[config.mk]
export PLATFORM = sky130hd
export DESIGN_NAME = pbf_front
export DESIGN_NICKNAME = d
export VERILOG_FILES = /design/src/rtl/pbf_pkg.sv /design/src/rtl/pbf_sync.sv /design/src/rtl/pbf_filter.sv /design/src/rtl/pbf_wcap.sv /design/src/rtl/pbf_rdrv.sv /design/src/rtl/pbf_front.sv
export SDC_FILE = /design/constraint.sdc
export NUM_CORES = 1
export LEC_CHECK = 0
export CAP_MARGIN = 20
export CELL_PAD_IN_SITES_DETAIL_PLACEMENT = 0
export CELL_PAD_IN_SITES_GLOBAL_PLACEMENT = 1
export CORE_UTILIZATION = 45
export CTS_BUF_LIST = sky130_fd_sc_hd__clkbuf_4 sky130_fd_sc_hd__clkbuf_8
export CTS_CLUSTER_SIZE = 10
export DETAILED_ROUTE_END_ITERATION = 16
export PLACE_DENSITY = 0.85
export SETUP_SLACK_MARGIN = 0.1
export SLEW_MARGIN = 20
export SYNTH_ARGS = -nofsm -noshare
export SYNTH_HDL_FRONTEND = slang
export SYNTH_HIERARCHICAL = 1
export SYNTH_SLANG_ARGS = --single-unit
[constraint.sdc]
create_clock -name clk -period 2.6 [get_ports clk]
set_clock_uncertainty 0.15 [all_clocks]
set_input_delay 0.39 -clock clk [delete_from_list [all_inputs] [get_ports clk]]
set_output_delay 0.39 -clock clk [all_outputs]
set_load 0.1 [all_outputs]
[src/rtl/pbf_pkg.sv]
package pbf_pkg;

    typedef struct packed {
        logic ce_n;
        logic we_n;
        logic oe_n;
    } strobe_t;

    localparam int STB_N = 3;

    function automatic logic is_write(input strobe_t s);
        return !s.ce_n && !s.we_n && s.oe_n;
    endfunction

    function automatic logic is_read(input strobe_t s);
        return !s.ce_n && !s.oe_n && s.we_n;
    endfunction

endpackage

[src/rtl/pbf_sync.sv]
module pbf_sync #(
    parameter int           W       = 4,
    parameter logic [W-1:0] RST_VAL = '0
) (
    input  logic         clk,
    input  logic         rst_n,
    input  logic [W-1:0] d,
    output logic [W-1:0] q
);

    typedef struct packed {
        logic [W-1:0] s1;
        logic [W-1:0] s2;
    } sync_st_t;

    sync_st_t st_d, st_q;

    always_comb begin
        st_d    = st_q;
        st_d.s1 = d;
        st_d.s2 = st_q.s1;
    end

    always_ff @(posedge clk or negedge rst_n) begin
        if (!rst_n) begin
            st_q.s1 <= RST_VAL;
            st_q.s2 <= RST_VAL;
        end else begin
            st_q <= st_d;
        end
    end

    assign q = st_q.s2;

endmodule

[src/rtl/pbf_filter.sv]
module pbf_filter #(
    parameter int FILT = 3
) (
    input  logic clk,
    input  logic rst_n,
    input  logic s_in,
    output logic f_nxt,
    output logic f_q
);

    localparam int CW = (FILT > 1) ? $clog2(FILT) : 1;

    typedef struct packed {
        logic          f;
        logic [CW-1:0] cnt;
    } flt_st_t;

    flt_st_t st_d, st_q;

    always_comb begin
        st_d     = st_q;
        st_d.cnt = '0;
        if (s_in != st_q.f) begin
            if (st_q.cnt == CW'(FILT - 1)) begin
                st_d.f = s_in;
            end else begin
                st_d.cnt = st_q.cnt + 1'b1;
            end
        end
    end

    always_ff @(posedge clk or negedge rst_n) begin
        if (!rst_n) begin
            st_q.f   <= 1'b1;
            st_q.cnt <= '0;
        end else begin
            st_q <= st_d;
        end
    end

    assign f_nxt = st_d.f;
    assign f_q   = st_q.f;

    assert_filter_follows_R5: assert property (@(posedge clk) disable iff (!rst_n)
        (st_q.f != $past(st_q.f)) |-> ($past(s_in) == st_q.f));

    generate
        if (FILT >= 2) begin : g_two
            assert_filter_held_R5: assert property (@(posedge clk) disable iff (!rst_n)
                (st_q.f != $past(st_q.f)) |-> ($past(s_in, 2) == st_q.f));
        end
    endgenerate

endmodule

[src/rtl/pbf_wcap.sv]
module pbf_wcap
    import pbf_pkg::*;
#(
    parameter int AW   = 18,
    parameter int DW   = 16,
    parameter int FILT = 3
) (
    input  logic            clk,
    input  logic            rst_n,
    input  strobe_t         stb_q,
    input  strobe_t         stb_d,
    input  logic [AW+DW:0]  smp,
    output logic            wr_req,
    output logic [AW:0]     wr_addr,
    output logic [DW-1:0]   wr_data,
    output logic            wr_byte
);

    localparam int            TW      = AW + DW + 1;
    localparam int            LW      = DW / 2;
    localparam logic [TW-1:0] TAP_RST = {1'b1, {(TW-1){1'b0}}};

    typedef struct packed {
        logic [FILT-1:0][TW-1:0] dly;
        logic                    armed;
        logic [AW:0]             lat_addr;
        logic                    lat_byte;
        logic                    req;
        logic [AW:0]             addr;
        logic [DW-1:0]           data;
        logic                    byte_m;
    } cap_st_t;

    cap_st_t st_d, st_q;

    logic [TW-1:0] tap;
    logic          t_wide;
    logic [DW-1:0] t_dq;
    logic [AW-1:0] t_addr;
    logic          end_ev;

    assign tap    = st_q.dly[FILT-1];
    assign t_wide = tap[TW-1];
    assign t_dq   = tap[AW +: DW];
    assign t_addr = tap[AW-1:0];
    assign end_ev = (stb_d.ce_n && !stb_q.ce_n) || (stb_d.we_n && !stb_q.we_n);

    always_comb begin
        st_d        = st_q;
        st_d.req    = 1'b0;
        st_d.dly[0] = smp;
        for (int k = 1; k < FILT; k++) begin
            st_d.dly[k] = st_q.dly[k-1];
        end
        if (st_q.armed) begin
            if (!stb_d.oe_n) begin
                st_d.armed = 1'b0;
            end else if (end_ev) begin
                st_d.armed  = 1'b0;
                st_d.req    = 1'b1;
                st_d.addr   = st_q.lat_addr;
                st_d.byte_m = st_q.lat_byte;
                st_d.data   = st_q.lat_byte ? {{(DW-LW){1'b0}}, t_dq[LW-1:0]} : t_dq;
            end
        end else if (is_write(stb_d) && !is_write(stb_q)) begin
            st_d.armed    = 1'b1;
            st_d.lat_addr = {t_addr, t_wide ? 1'b0 : t_dq[DW-1]};
            st_d.lat_byte = !t_wide;
        end
    end

    always_ff @(posedge clk or negedge rst_n) begin
        if (!rst_n) begin
            st_q     <= '0;
            st_q.dly <= {FILT{TAP_RST}};
        end else begin
            st_q <= st_d;
        end
    end

    assign wr_req  = st_q.req;
    assign wr_addr = st_q.addr;
    assign wr_data = st_q.data;
    assign wr_byte = st_q.byte_m;

    assert_req_single_R3: assert property (@(posedge clk) disable iff (!rst_n)
        st_q.req |=> !st_q.req);

    assert_req_after_arm_R3: assert property (@(posedge clk) disable iff (!rst_n)
        st_q.req |-> $past(st_q.armed));

    assert_armed_in_write_R2: assert property (@(posedge clk) disable iff (!rst_n)
        st_q.armed |-> is_write(stb_q));

endmodule

[src/rtl/pbf_rdrv.sv]
module pbf_rdrv
    import pbf_pkg::*;
#(
    parameter int DW = 16
) (
    input  logic          clk,
    input  logic          rst_n,
    input  strobe_t       stb_q,
    input  strobe_t       stb_d,
    input  logic          wide,
    input  logic [DW-1:0] rd_data,
    output logic [DW-1:0] dq_out,
    output logic [DW-1:0] dq_oe
);

    localparam int LW = DW / 2;

    typedef struct packed {
        logic drv;
        logic narrow;
    } drv_st_t;

    drv_st_t st_d, st_q;

    always_comb begin
        st_d        = st_q;
        st_d.drv    = is_read(stb_d);
        st_d.narrow = !wide;
    end

    always_ff @(posedge clk or negedge rst_n) begin
        if (!rst_n) begin
            st_q <= '0;
        end else begin
            st_q <= st_d;
        end
    end

    generate
        for (genvar g = 0; g < DW; g++) begin : g_lane
            if (g < LW) begin : g_low
                assign dq_oe[g] = st_q.drv;
            end else begin : g_high
                assign dq_oe[g] = st_q.drv && !st_q.narrow;
            end
            assign dq_out[g] = dq_oe[g] && rd_data[g];
        end
    endgenerate

    assert_drive_in_read_R6: assert property (@(posedge clk) disable iff (!rst_n)
        (|dq_oe) |-> is_read(stb_q));

    assert_standby_quiet_R7: assert property (@(posedge clk) disable iff (!rst_n)
        (stb_q.ce_n || stb_q.oe_n) |-> (dq_oe == '0));

endmodule

[src/rtl/pbf_front.sv]
module pbf_front
    import pbf_pkg::*;
#(
    parameter int ADDR_W   = 18,
    parameter int DATA_W   = 16,
    parameter int FILT_CYC = 3
) (
    input  logic              clk,
    input  logic              rst_n,
    input  logic              bus_ce_n,
    input  logic              bus_we_n,
    input  logic              bus_oe_n,
    input  logic              bus_wide,
    input  logic [ADDR_W-1:0] bus_addr,
    input  logic [DATA_W-1:0] bus_dq_in,
    output logic [DATA_W-1:0] bus_dq_out,
    output logic [DATA_W-1:0] bus_dq_oe,
    output logic [ADDR_W:0]   rd_addr,
    input  logic [DATA_W-1:0] rd_data,
    output logic              wr_req,
    output logic [ADDR_W:0]   wr_addr,
    output logic [DATA_W-1:0] wr_data,
    output logic              wr_byte
);

    localparam int            SW       = ADDR_W + DATA_W + STB_N + 1;
    localparam logic [SW-1:0] SYNC_RST = {1'b1, {STB_N{1'b1}}, {(ADDR_W+DATA_W){1'b0}}};

    logic [SW-1:0]     raw_all, s_all;
    logic [ADDR_W-1:0] s_addr;
    logic [DATA_W-1:0] s_dq;
    logic [STB_N-1:0]  s_stb, f_q_bits, f_d_bits;
    logic              s_wide;
    strobe_t           stb_q, stb_d;

    assign raw_all = {bus_wide, bus_ce_n, bus_we_n, bus_oe_n, bus_dq_in, bus_addr};

    pbf_sync #(.W(SW), .RST_VAL(SYNC_RST)) u_sync (
        .clk   (clk),
        .rst_n (rst_n),
        .d     (raw_all),
        .q     (s_all)
    );

    assign s_addr = s_all[ADDR_W-1:0];
    assign s_dq   = s_all[ADDR_W +: DATA_W];
    assign s_stb  = s_all[ADDR_W+DATA_W +: STB_N];
    assign s_wide = s_all[SW-1];

    generate
        for (genvar i = 0; i < STB_N; i++) begin : g_flt
            pbf_filter #(.FILT(FILT_CYC)) u_flt (
                .clk   (clk),
                .rst_n (rst_n),
                .s_in  (s_stb[i]),
                .f_nxt (f_d_bits[i]),
                .f_q   (f_q_bits[i])
            );
        end
    endgenerate

    assign stb_q = strobe_t'(f_q_bits);
    assign stb_d = strobe_t'(f_d_bits);

    pbf_wcap #(.AW(ADDR_W), .DW(DATA_W), .FILT(FILT_CYC)) u_wcap (
        .clk     (clk),
        .rst_n   (rst_n),
        .stb_q   (stb_q),
        .stb_d   (stb_d),
        .smp     ({s_wide, s_dq, s_addr}),
        .wr_req  (wr_req),
        .wr_addr (wr_addr),
        .wr_data (wr_data),
        .wr_byte (wr_byte)
    );

    pbf_rdrv #(.DW(DATA_W)) u_rdrv (
        .clk     (clk),
        .rst_n   (rst_n),
        .stb_q   (stb_q),
        .stb_d   (stb_d),
        .wide    (s_wide),
        .rd_data (rd_data),
        .dq_out  (bus_dq_out),
        .dq_oe   (bus_dq_oe)
    );

    assign rd_addr = {s_addr, s_wide ? 1'b0 : s_dq[DATA_W-1]};

    assert_write_no_drive_R2: assert property (@(posedge clk) disable iff (!rst_n)
        wr_req |-> (bus_dq_oe == '0));

endmodule

==> out/summary.txt, run 1 <==
Die Span X = 133.4 µm
Yosys top cell by area = dfrtp_1
Initial antenna violation count = 0
Hold violation count in the final report = 0
Commonest cells after routing, fill and taps aside = 236 x dfrtp_1, 66 x buf_4, 54 x clkdlybuf4s50_1, 54 x mux2_2, 50 x clkbuf_8
Tot GR Track Use = 14.56%
Least-Margin Pin Slew = 0.5451 ns
H-tree depth = 2
Global route overflow = 0
Yosys top cell area share = 75.99%
Final Util = 60.53%
Data required time of the worst path = 2.84 ns
Area delta synth->final = 30.08%
Final wirelength = 12,010 µm
CP Max Fanout = 21
Commonest non-fill, non-tap cell in the layout = dfrtp_1
Critical path's largest stage delay = 0.55 ns
Synth unique cells = 25
Avg Inst Size Synth = 18.73 µm²
Post-DP Area = 9254 µm²
Initial DRC count = 128
Multi-input logic area = 1066 µm²
Port Buf Inserts = 143
#FFs+latches synth = 250
First-pass GRT wire length = 19,930 µm
Synth top area cells = dfrtp_1 76%, mux2_2 7.8%, buf_4 5.1%
Starting Density = 46.53%
# setup viols final = 0
Share of cells above drive strength 1 = 43.37%
Min Tclk post-route = 2.408 ns
Routed Antenna Nets = 0
MaxCap Viol Count = 0
Pwr dens = 1309 nW/µm²
R2R cell count = 6
Clk_lat worst skew = 0.52 ns
CTS clk-pin slew, worst paths = 0.06 ns
Die area = 17,800 µm²
Worst hold stages = 1
Worst setup EP type = flip-flop
Rel. slew slack = 63.66%
VDD IR-drop max = 990.8 µV
Largest net degree at the start of global routing = 74
Nets = 607
Hold slack = 0.1363 ns
Clock sink total = 250
Row count = 47
Syn Inst Count = 415
Startpoint types = flip-flop
DR pass1 iterations = 3
Boundary Pins = 144
Vias in the first global route = 3,970
Ys Warns = 6
Root buffer cell = clkbuf_8
Drt wl/cell = 15.00 µm
Final Cycle Share = 92.62%
Fillers = 1,225
Outcome = finished, final reports clean
Sequential element share of the synthesized area = 80.73%
CTS Buf Count = 39
Die Ht = 133.4 µm
Final Max Slew Viols = 0
Largest buffer count on any clock path = 3
CP Cell Sequence = nor2b_4 -> mux2_4 -> or4b_1 -> a21oi_2 -> buf_12 -> mux2_2
FF+latch area = 6274 µm²
Dpl cells = 729
CTS tree = yes
Post-CTS setup buffer count = 0
Routed vias/inst = 4.417
CTS Hold Bufs = 1
RSZ-0062 raised after global routing = no
Max Fclk = 415.3 MHz
DR vias = 3,538
Fin Setup TNS = 0 ns
Post-Syn Area = 7771 µm²
Critical path's slowest cell = or4b_1
Setup CP Type = reg2reg
Diode count = 0
Gpl congestion = 0.7156
Mapped Nets = 471
Fin area = 10,110 µm²
P_leak = 4.646 nW
CP Data Arrival Time = 2.65 ns
# DRC = 0
Worst hold path type = in2reg
CORE AREA = 16,700 µm²
Post_cts resized = 0
Fin cells = 801
DP HPWL = 7922 µm
-- stage by stage --
stage | worst slack [ns] | power [mW]
2_1_floorplan | 0.3135 | 9.085
3_3_place_gp | 0.2611 | 9.856
3_5_place_dp | 0.1974 | 9.998
4_1_cts | 0.1750 | 13.42
5_1_grt | 0.1145 | 13.79
6_report | 0.1919 | 13.23
-- final cells by class --
type / instances / area share [%]
multi-input cells: 107 / 10.55
clock inverters: 6 / 0.4332
well taps: 220 / 2.723
clock buffers: 65 / 7.922
flip-flops and latches: 250 / 62.06
repair buffers: 151 / 16.24
inverters: 2 / 0.07427
-- synthesized netlist by cell type --
library cell and number:
a21oi_2 1, xnor2_1 3, mux2_4 3, and3b_1 1
dfstp_2 14, or4b_1 1, nor2b_4 4, nand2b_1 1
a41o_1 1, a21oi_4 1, mux2i_1 1, nor3b_1 4
or2b_1 1, nor2_1 1, dfrtp_1 236, nand2_1 1
buf_6 3, nor2b_1 10, and3b_2 7, buf_4 53
nor3_1 3, mux2_2 54, mux2_1 1, and2_1 8
inv_1 2
-- worst paths after layout --
kind,start,end,slack (ns)
max in group asynchronous,rst_n,u_sync/q[17]$_DFF_PN0_,1.27
worst max-delay path,g_flt[1].u_flt/st_q[0]$_DFF_PN0_,u_wcap/st_q[53]$_DFFE_PN0P_,0.19
worst min-delay path,bus_wide,u_sync/st_d[37]$_DFF_PN1_,0.14
worst min register to register,u_sync/st_d[13]$_DFF_PN0_,u_sync/q[13]$_DFF_PN0_,0.18
worst max register to register,g_flt[1].u_flt/st_q[0]$_DFF_PN0_,u_wcap/st_q[53]$_DFFE_PN0P_,0.19
min in group asynchronous,rst_n,u_sync/st_d[8]$_DFF_PN0_,0.27
-- critical path, delay by kind of cell, from the launching register on --
| kind | cells | cell delay (ns) |
|---|---|---|
| buf+inv | 1 | 0.19 |
| flops | 1 | 0.42 |
| simple gates | 2 | 0.68 |
| compound gates | 1 | 0.17 |
| mux | 2 | 0.67 |
-- power breakdown --
part / total (mW) / internal (mW) / switching, mW
clock network: 3.34 / 1.96 / 1.38
logic: 5.00 / 1.40 / 3.61
registers: 4.89 / 4.53 / 0.359
total: 13.2 / 7.88 / 5.35
-- metal layers --
metal / GRT usage, % / up-vias / part of all wire (%)
met5: 0 / - / 0
met4: 5.997 / 0 / 2.0
met3: 5.289 / 22 / 7.4
met2: 24.42 / 128 / 51
met1: 16.96 / 1801 / 39
li1: - / 1587 / -
-- registers in the layout (all words and copies together) (netlist names) --
signal and cells:
g_flt.u_flt/st_q 6, u_wcap/st_d 70, u_wcap/wr_byte 1, u_rdrv/dq_oe 1, u_rdrv/st_q 1, u_wcap/wr_addr 19, u_sync/st_d 38, g_flt.u_flt/f_q 3
u_wcap/st_q 21, u_sync/q 38, u_wcap/wr_req 1, u_wcap/tap 35, u_wcap/wr_data 16
-- kinds of logic after synthesis --
logic type,after synthesis,share of synthesized area [%]
AO/OA/AOI/OAI,3,0.4509
XOR/XNOR,3,0.3382
buffers and inverters,58,5.651
flip-flops,250,80.73
multiplexers,59,8.678
AND/OR/NAND/NOR,42,4.154
No activity file was read; power rests on OpenSTA's default activity.
==> inputs of run 2 (changes only) <==
CORE_UTILIZATION = 43   (was 45)
CTS_BUF_LIST = sky130_fd_sc_hd__clkbuf_4 sky130_fd_sc_hd__clkbuf_8 sky130_fd_sc_hd__clkbuf_16   (was sky130_fd_sc_hd__clkbuf_4 sky130_fd_sc_hd__clkbuf_8)
PLACE_DENSITY = 0.82   (was 0.85)
==> run 2 against run 1 <==
Routed wire length is 1.8% lower. Sequential share of layout area is 0.24 points lower. Clock power is 9.0% higher. Via count fell by 2.5%. First-iteration DRC count increased by 13%. Largest power group unchanged.
==> out/summary.txt, run 2 (synthesis results as in run 1) <==
Area delta synth->final = 30.57%
Boundary Pins = 144 (unchanged)
Critical path's largest stage delay = 0.54 ns (about the same)
Commonest cells after routing, fill and taps aside = 236 x dfrtp_1, 68 x buf_4, 54 x clkdlybuf4s50_1, 54 x mux2_2, 29 x clkbuf_16
Commonest non-fill, non-tap cell in the layout = dfrtp_1
Fin Setup TNS = 0 ns (unchanged)
Routed vias/inst = 4.384 (-0.75%)
Root buffer cell = clkbuf_16
CTS clk-pin slew, worst paths = 0.05 ns (about the same)
CP Data Arrival Time = 2.66 ns (about the same)
Worst hold path type = in2reg
Least-Margin Pin Slew = 0.5119 ns (-0.03316 ns)
Tot GR Track Use = 13.20% (-1.4 points)
Row count = 48 (+2.1%)
Min Tclk post-route = 2.425 ns (+0.01705 ns)
Hold path start = bus_we_n
Drt wl/cell = 14.99 µm (about the same)
Die Span X = 136.4 µm (+2.3%)
Largest net degree at the start of global routing = 71 (-4.1%)
Worst setup EP type = flip-flop
MaxCap Viol Count = 0 (unchanged)
Diode count = 0 (unchanged)
Critical R2R Launch = g_flt[1].u_flt/st_q[0]$_DFF_PN0_
R2r setup slk = 0.17 ns (-0.02 ns)
Worst Hold End = u_sync/st_d[35]$_DFF_PN1_
Nets = 597 (-1.6%)
Initial DRC count = 145 (+13%)
Hold slack = 0.1366 ns (+0.0003210 ns)
Final Cycle Share = 93.28% (+0.66 points)
Clock sink total = 250 (unchanged)
DR pass1 iterations = 4 (+1)
CTS tree = yes
Critical path's slowest cell = or4b_1
CP Max Fanout = 14 (-33%)
Die Ht = 136.4 µm (+2.3%)
DR vias = 3,450 (-2.5%)
Setup CP Type = reg2reg
CP Cell Sequence = nor2b_4 -> mux2_4 -> or4b_1 -> a21oi_2 -> buf_6 -> mux2_2
# DRC = 0 (unchanged)
Outcome = finished, final reports clean
P_leak = 4.650 nW (about the same)
# setup viols final = 0 (unchanged)
Port Buf Inserts = 143 (unchanged)
Vias in the first global route = 3,792 (-4.5%)
RR Endpoint = u_wcap/st_q[45]$_DFFE_PN0P_
Global route overflow = 0 (unchanged)
VDD IR-drop max = 1054 µV (+6.4%)
Worst path depth = 6 (unchanged)
Worst hold stages = 1 (unchanged)
Hold violation count in the final report = 0 (unchanged)
Final wirelength = 11,800 µm (-1.8%)
Rel. slew slack = 65.80% (+2.1 points)
DP HPWL = 7559 µm (-4.6%)
Routed Antenna Nets = 0 (unchanged)
Buf+Inv Stages, Crit Path = 1 (unchanged)
Data required time of the worst path = 2.83 ns (about the same)
RSZ-0062 raised after global routing = no
Crit-path leading delay family = multiplexers
Number of flip-flops in the largest register = 70 (unchanged)
Final Max Slew Viols = 0 (unchanged)
Startpoint types = flip-flop
H-tree depth = 1 (-1)
Gpl congestion = 0.7311 (+2.2%)
CORE AREA = 17,480 µm² (+4.6%)
R2R cell count = 6 (unchanged)
Starting Density = 44.47% (-2.1 points)
First-pass GRT wire length = 19,010 µm (-4.6%)
Initial antenna violation count = 0 (unchanged)
Largest buffer count on any clock path = 3 (unchanged)
Pwr dens = 1333 nW/µm² (+1.8%)
Share of cells above drive strength 1 = 41.46% (-1.9 points)
Clk_lat worst skew = 0.50 ns (-0.02 ns)
Max Fclk = 412.3 MHz (-0.70%)
CTS Buf Count = 28 (-28%)
Die area = 18,610 µm² (+4.6%)
-- run 2: worst max-delay path by stage --
stage                                startpoint                           to  slack, ns
6_report       g_flt[1].u_flt/st_q[0]$_DFF_PN0_  u_wcap/st_q[45]$_DFFE_PN0P_       0.17
5_1_grt        g_flt[1].u_flt/st_q[0]$_DFF_PN0_  u_wcap/st_q[51]$_DFFE_PN0P_       0.12
2_1_floorplan  g_flt[1].u_flt/st_q[0]$_DFF_PN0_  u_wcap/st_q[48]$_DFFE_PN0P_       0.31
3_3_place_gp   g_flt[1].u_flt/st_q[0]$_DFF_PN0_  u_wcap/st_q[40]$_DFFE_PN0P_       0.24
3_5_place_dp   g_flt[1].u_flt/st_q[0]$_DFF_PN0_  u_wcap/st_q[51]$_DFFE_PN0P_       0.17
4_1_cts        g_flt[1].u_flt/st_q[0]$_DFF_PN0_  u_wcap/st_q[45]$_DFFE_PN0P_       0.13
-- run 2: per-stage QoR --
stage,total power [mW],cell area [µm²],setup slack [ns],utilization (%),cells
floorplan,9.085,7779,0.3135,-,415
global placement,9.850,9243,0.2412,52.89,735
detailed placement,9.975,9243,0.1664,52.89,735
CTS,13.69,10140,0.1329,58.04,787
global route,14.06,10150,0.1179,58.06,787
finish,13.52,10150,0.1748,58.06,787
-- run 2: per-layer routing --
metal	part of all wire, %	GRT usage, %	vias up
li1	-	-	1555
met1	38	15.67	1751
met2	52	22.73	122
met3	8.1	4.027	22
met4	1.8	4.506	0
met5	0	0	-
-- run 2: layout make-up --
type | instances | area, µm²
Clock buffer | 51 | 890.9
Fill cell | 1279 | 7330
Inverter | 2 | 7.507
Multi-Input combinational cell | 107 | 1066
Sequential cell | 250 | 6274
Tap cell | 225 | 281.5
Timing Repair Buffer | 152 | 1628
-- run 2: what timing repair did --
| action | 4_1_cts | 5_1_grt |
|---|---|---|
| hold endpoints to repair | 61 | 0 |
| gates resized for setup | 0 | 1 |
| setup buffers | 0 | 0 |
| endpoints found under the setup margin | 0 | 11 |
| hold buffers | 1 | 0 |
-- run 2: worst register-to-register path, stage by stage (launching register included) --
cell and delay, ns:
dfrtp_1 0.42, nor2b_4 0.12, mux2_4 0.32, or4b_1 0.54, a21oi_2 0.17, buf_6 0.22
mux2_2 0.37
-- run 2: power by group --
group	internal [mW]	switching (mW)	total, mW
Clock	2.30	1.34	3.64
Sequential	4.53	0.354	4.89
Combinational	1.39	3.61	5.00
